`config.mk`:
```
export PLATFORM = sky130hd
export DESIGN_NAME = refdiv_chain
export DESIGN_NICKNAME = d
export VERILOG_FILES = /design/src/rtl/refdiv_pkg.sv /design/src/rtl/refdiv_tick.sv /design/src/rtl/refdiv_decade.sv /design/src/rtl/refdiv_shaper.sv /design/src/rtl/refdiv_chain.sv
export SDC_FILE = /design/constraint.sdc
export NUM_CORES = 1
export LEC_CHECK = 0
export BUFFER_PORTS_ARGS = -buffer_cell sky130_fd_sc_hd__clkbuf_2
export CELL_PAD_IN_SITES_DETAIL_PLACEMENT = 1
export CELL_PAD_IN_SITES_GLOBAL_PLACEMENT = 2
export CORE_MARGIN = 1
export CORE_UTILIZATION = 42
export CTS_CLUSTER_DIAMETER = 40
export DETAILED_ROUTE_END_ITERATION = 7
export GPL_ROUTABILITY_DRIVEN = 0
export PLACE_DENSITY_LB_ADDON = 0.15
export SLEW_MARGIN = 20
export SYNTH_ARGS = -nofsm -noshare
export SYNTH_HDL_FRONTEND = slang
export SYNTH_HIERARCHICAL = 1
export SYNTH_SLANG_ARGS = --single-unit
```
`constraint.sdc`:
```
create_clock -name clk -period 7.15 [get_ports clk]
set_input_delay 1.43 -clock clk [delete_from_list [all_inputs] [get_ports clk]]
set_output_delay 1.43 -clock clk [all_outputs]
set_load 0.01 [all_outputs]
```
`src/rtl/refdiv_pkg.sv`:
```
package refdiv_pkg;

    // Reference rate chosen by the rate-select input.
    typedef enum logic {
        RATE_FULL = 1'b0,   // 10 MHz reference: lowest stage divides by two
        RATE_HALF = 1'b1    // 5 MHz reference: lowest stage bypassed
    } rate_e;

    typedef logic [3:0] digit_t;

    // Clock offset inside a tick at which the lowest output is cleared.
    // A return value equal to the tick length means no clear.
    function automatic int clr_offset(int tick, bit square, bit half);
        int v;
        if (square) v = half ? ((tick / 2) / 4) * 4 : tick;
        else        v = half ? tick / 5 : (2 * tick) / 5;
        if (v < 1) v = 1;
        return v;
    endfunction

endpackage

```
`src/rtl/refdiv_tick.sv`:
```
module refdiv_tick
    import refdiv_pkg::*;
#(
    parameter int TICK     = 500,
    parameter int CW       = 9,
    parameter bit FAST_REF = 1'b0
) (
    input  logic          clk,
    input  logic          rst,
    input  logic          hold_i,
    input  logic          rate_sel_i,
    output logic [CW-1:0] tcnt,
    output logic          tick_end,
    output rate_e         rate_now,
    output rate_e         rate_q
);
    localparam logic [CW-1:0] LAST = CW'(TICK - 1);

    assign rate_now = FAST_REF ? RATE_FULL : rate_e'(rate_sel_i);
    assign tick_end = (tcnt == LAST) && !hold_i;

    always_ff @(posedge clk) begin
        if (rst || hold_i) begin
            tcnt   <= '0;
            rate_q <= rate_now;
        end else if (tick_end) begin
            tcnt   <= '0;
            rate_q <= rate_now;
        end else begin
            tcnt   <= tcnt + 1'b1;
        end
    end
endmodule

```
`src/rtl/refdiv_decade.sv`:
```
module refdiv_decade
    import refdiv_pkg::*;
#(
    parameter int MODULUS = 10
) (
    input  logic   clk,
    input  logic   rst,
    input  logic   clear_i,
    input  logic   step_i,
    input  logic   force_wrap_i,
    output digit_t nxt_o,
    output logic   roll_o
);
    localparam digit_t TOP = digit_t'(MODULUS - 1);

    digit_t cur;

    assign roll_o = step_i && (force_wrap_i || cur == TOP);

    always_comb begin
        if (roll_o)      nxt_o = '0;
        else if (step_i) nxt_o = cur + 4'd1;
        else             nxt_o = cur;
    end

    always_ff @(posedge clk) begin
        if (rst || clear_i) cur <= '0;
        else                cur <= nxt_o;
    end
endmodule

```
`src/rtl/refdiv_shaper.sv`:
```
module refdiv_shaper
    import refdiv_pkg::*;
#(
    parameter int NUM_DEC = 4,
    parameter int CW      = 9,
    parameter bit SQUARE  = 1'b0
) (
    input  logic                 clk,
    input  logic                 rst,
    input  logic                 hold_i,
    input  logic                 tick_end,
    input  digit_t [NUM_DEC:0]   dig_nxt,
    input  logic [CW-1:0]        tcnt,
    input  logic [CW-1:0]        clr_at,
    output logic [NUM_DEC:0]     sq_o,
    output logic                 pps_o
);
    localparam digit_t THR = SQUARE ? 4'd5 : 4'd2;

    always_ff @(posedge clk) begin
        if (rst || hold_i) begin
            sq_o  <= '1;
            pps_o <= 1'b1;
        end else if (tick_end) begin
            sq_o[0] <= (dig_nxt[0] == '0);
            for (int k = 1; k <= NUM_DEC; k++) begin
                sq_o[k] <= (dig_nxt[k] < THR);
            end
            pps_o <= (dig_nxt[NUM_DEC] == '0);
        end else if (tcnt == clr_at) begin
            sq_o[0] <= 1'b0;
        end
    end
endmodule

```
`src/rtl/refdiv_chain.sv`:
```
module refdiv_chain
    import refdiv_pkg::*;
#(
    parameter bit FAST_REF  = 1'b0,
    parameter bit SQUARE    = 1'b0,
    parameter int TICK_STD  = 500,
    parameter int TICK_FAST = 1300,
    parameter int NUM_DEC   = 4
) (
    input  logic             clk,
    input  logic             rst,
    input  logic             hold_i,
    input  logic             rate_sel_i,
    output logic [NUM_DEC:0] sq_o,
    output logic             pps_o
);
    localparam int TICK     = FAST_REF ? TICK_FAST : TICK_STD;
    localparam int CW       = (TICK > 1) ? $clog2(TICK) : 1;
    localparam int OFS_FULL = clr_offset(TICK, SQUARE, 1'b0);
    localparam int OFS_HALF = clr_offset(TICK, SQUARE, 1'b1);
    localparam logic [CW-1:0] AT_FULL = CW'(OFS_FULL - 1);
    localparam logic [CW-1:0] AT_HALF = CW'(OFS_HALF - 1);

    logic [CW-1:0]      tcnt;
    logic [CW-1:0]      clr_at;
    logic               tick_end;
    rate_e              rate_now;
    rate_e              rate_q;
    digit_t [NUM_DEC:0] dig_nxt;
    logic [NUM_DEC+1:0] carry;

    refdiv_tick #(.TICK(TICK), .CW(CW), .FAST_REF(FAST_REF)) tick_i (
        .clk(clk), .rst(rst), .hold_i(hold_i), .rate_sel_i(rate_sel_i),
        .tcnt(tcnt), .tick_end(tick_end), .rate_now(rate_now), .rate_q(rate_q)
    );

    assign clr_at   = (rate_q == RATE_HALF) ? AT_HALF : AT_FULL;
    assign carry[0] = tick_end;

    generate
        for (genvar s = 0; s <= NUM_DEC; s++) begin : g_stage
            if (s == 0) begin : g_low
                refdiv_decade #(.MODULUS(2)) dec_i (
                    .clk(clk), .rst(rst), .clear_i(hold_i), .step_i(carry[0]),
                    .force_wrap_i(rate_now == RATE_HALF),
                    .nxt_o(dig_nxt[0]), .roll_o(carry[1])
                );
            end else begin : g_dec
                refdiv_decade #(.MODULUS(10)) dec_i (
                    .clk(clk), .rst(rst), .clear_i(hold_i), .step_i(carry[s]),
                    .force_wrap_i(1'b0),
                    .nxt_o(dig_nxt[s]), .roll_o(carry[s+1])
                );
            end
        end
    endgenerate

    refdiv_shaper #(.NUM_DEC(NUM_DEC), .CW(CW), .SQUARE(SQUARE)) shape_i (
        .clk(clk), .rst(rst), .hold_i(hold_i), .tick_end(tick_end),
        .dig_nxt(dig_nxt), .tcnt(tcnt), .clr_at(clr_at),
        .sq_o(sq_o), .pps_o(pps_o)
    );
endmodule

```
==> results.ini <==
[final_layout]
nFillCells = 552
antenna_cells = 0
synthToLayoutAreaGrowth_pct = 14.10
final_util = 0.4972
drive_gt1_frac = 0.1753
finish.net_count = 266

[job]
drv_cap = 0

[floorplanning]
die_area_um2 = 5185
io_pins = 10
start_util = 0.4358
die_h_um = 72.01
core_um2 = 4723
rows = 25
die_x_um = 72.01

[power_and_ir_drop]
p_int_mw = 0.2930
p_comb_frac = 0.041
p_clk_frac = 0.415
fin_total_pwr_mw = 0.3747
power.switching_mw = 0.08163
swShare = 0.2179
powerDensity_nw_per_um2 = 159.5
p_leak_nw = 0.8951
vdd_drop_max_uv = 72.77
seqPwrFrac = 0.544

[synthesis]
synth-edff-count = 1
yosysUniqueCellTypes = 41
avgSynthCellArea_um2 = 9.485
ys_top_cells_by_area = dfxtp_1 (34%), ha_1 (6.7%), xnor2_1 (3.8%)
ys_seq_elements = 36
ys_async_sr_fraction = 0
synth_seq_area_share = 0.3550
yosys_warnings = 6
yosysTopAreaCell = dfxtp_1
synthCells = 217
synth-main-ff-cell = dfxtp_1
synth_area_um2 = 2058
synth_top_area_share = 0.3404

[sta]
finalCritPeriodShare = 0.7111
skew_ns = 0.005897
fmax_mhz = 196.7
finalCriticalPeriod_ns = 5.085
finalSetupViolCount = 0
hold_viol = 0
drv_slew = 0
grt_setup_unrepaired = false
tns_ns = 0
hold_ws_ns = 0.4943
relSlewSlack = 0.6087
tightest_slew_ns = 0.5870

[drt]
drc = 0
ant_nets = 0
wl_per_cell_um = 13.73
dr.pass1.iters = 4
first_iter_violations = 63
vias = 1651
wl_um = 4365
drt-vias-per-instance = 5.192

[clock_network]
hold_buffers = 0
clock_latency_ns = 0.28
cts_made_buffers = 5
clock_path_buffers = 2
cts.repair.resized = 0
clock-sinks = 36
cts_tree = yes
post_cts_buffers = 0
htree_levels = 2
root_buffer = clkbuf_8
cts.clk_slew.worst_paths_ns = 0.07

[run_status]
status = finished clean

[setup_path]
crit_path_end_kind = flop
setup.worst_path.start_class = input port
critPathMaxFanout = 24
critPathRequiredTime_ns = 7.37
arrival_ns = 5.31
path_class = input port to flop

[global_routing]
grt_max_degree = 25
grt_antenna_before_repair = 0
grt_pass1_wl_um = 7479
grt.total_usage = 0.1869
grt_pass1_vias = 1568
grt_overflow = 0

[hold_path]
hold_class = flop to flop

[placed_design]
hpwl_um = 3217
portBuffers = 9

==> critical path, cell delays in order <==
cell and delay [ns]:
clkbuf_2 0.35, nand4bb_2 0.47, nor3_2 0.17, buf_4 0.26, o21a_1 0.36, o21a_1 0.39
o21a_1 0.42, o21a_1 0.42, nand4_1 0.16, xor2_1 0.19, nor2_1 0.06, or3_4 0.37
o21ai_2 0.12, o21ai_1 0.07, nand2_1 0.06
==> power by group through the flow <==
stage / sequential, mW / combinational [mW] / clock [mW]
finish: 0.204 / 0.0153 / 0.156
global route: 0.204 / 0.0174 / 0.168
CTS: 0.204 / 0.0153 / 0.161
detailed placement: 0.208 / 0.0152 / 0
global placement: 0.208 / 0.0150 / 0
floorplan: 0.208 / 0.00883 / 0
==> cells in the mapped netlist (2+ instances only) <==
master / n
a21oi_1: 3
a22o_1: 5
and3b_1: 4
and4bb_2: 4
buf_4: 3
conb_1: 2
dfxtp_1: 35
ha_1: 11
inv_1: 13
mux2_2: 5
nand2_1: 13
nand2b_1: 2
nand3_1: 4
nand4_1: 7
nor2_1: 17
nor3b_1: 6
nor3b_2: 5
nor4_1: 12
o211ai_1: 2
o21a_1: 5
o21ai_0: 9
o21ai_1: 4
o22ai_2: 5
o31ai_1: 3
or3_1: 3
or3b_1: 5
xnor2_1: 9
xor2_1: 8
==> final timing paths <==
| path | startpoint | endpoint | slack, ns | depth (start not counted) |
|---|---|---|---|---|
| min reg2reg | shape_i/sq_o[1]$_SDFFE_PP1P_ | shape_i/sq_o[1]$_SDFFE_PP1P_ | 0.49 | 2 |
| max reg2reg | tick_i/tcnt[0]$_SDFF_PP0_ | shape_i/pps_o$_SDFFE_PP1P_ | 3.09 | 15 |
| min | shape_i/sq_o[1]$_SDFFE_PP1P_ | shape_i/sq_o[1]$_SDFFE_PP1P_ | 0.49 | 2 |
| max | hold_i | shape_i/pps_o$_SDFFE_PP1P_ | 2.07 | 15 |
==> registers in the layout, indices dropped and copies added (netlist names) <==
name	count
tick_i/tcnt	9
g_stage.g_low.dec_i/cur	4
tick_i/rate_q	1
shape_i/pps_o	1
shape_i/sq_o	5
g_stage.g_dec.dec_i/cur	16
==> cell usage in the layout, fill, tap and decap left out, types with 4 or more instances in the layout <==
| master | n |
|---|---|
| a22o_1 | 5 |
| and3b_1 | 4 |
| and4bb_2 | 4 |
| clkbuf_2 | 9 |
| clkbuf_8 | 7 |
| conb_1 | 22 |
| dfxtp_1 | 35 |
| ha_1 | 11 |
| inv_1 | 13 |
| mux2_2 | 5 |
| nand2_1 | 13 |
| nand3_1 | 4 |
| nand4_1 | 7 |
| nor2_1 | 17 |
| nor3b_1 | 6 |
| nor3b_2 | 5 |
| nor4_1 | 12 |
| o21a_1 | 5 |
| o21ai_0 | 9 |
| o21ai_1 | 4 |
| o22ai_2 | 5 |
| or3b_1 | 5 |
| xnor2_1 | 9 |
| xor2_1 | 8 |
==> final cells by class <==
cell class	count	area, um2	share of cell area
clock buffer	7	96.34	0.04102
inverter	13	48.80	0.02078
multi-input combinational	185	1336	0.5690
sequential	36	730.7	0.3111
tap	67	83.83	0.03570
timing repair buffer	10	52.55	0.02238
==> cell families (layout without fill, tap and decap cells) <==
family          Yosys count  in the layout  synth area share
simple gates             90             90            0.2912
compound gates           40             40            0.1489
flops                    36             36            0.3550
xor+xnor                 17             17           0.07234
buf+inv                  16             30           0.03465
fa+ha+maj                11             11           0.06687
mux                       5              5           0.02735
other cells               2             22          0.003649
==> per-layer routing <==
metal | global-route usage | share of wire | vias up
met4 | 0.07190 | 0.016 | 0
met5 | 0 | 0 | -
li1 | - | - | 841
met1 | 0.2526 | 0.50 | 788
met3 | 0.04167 | 0.025 | 6
met2 | 0.2914 | 0.46 | 16
==> stage by stage <==
stage          instances  worst slack, ns  instance area [um2]
2_1_floorplan        237            2.461                 2133
3_3_place_gp         311            1.927                 2252
3_5_place_dp         311            1.707                 2252
4_1_cts              318            2.012                 2349
5_1_grt              318            1.663                 2349
6_report             318            2.065                 2349
Note: power is estimated with default switching activity, not from simulation.
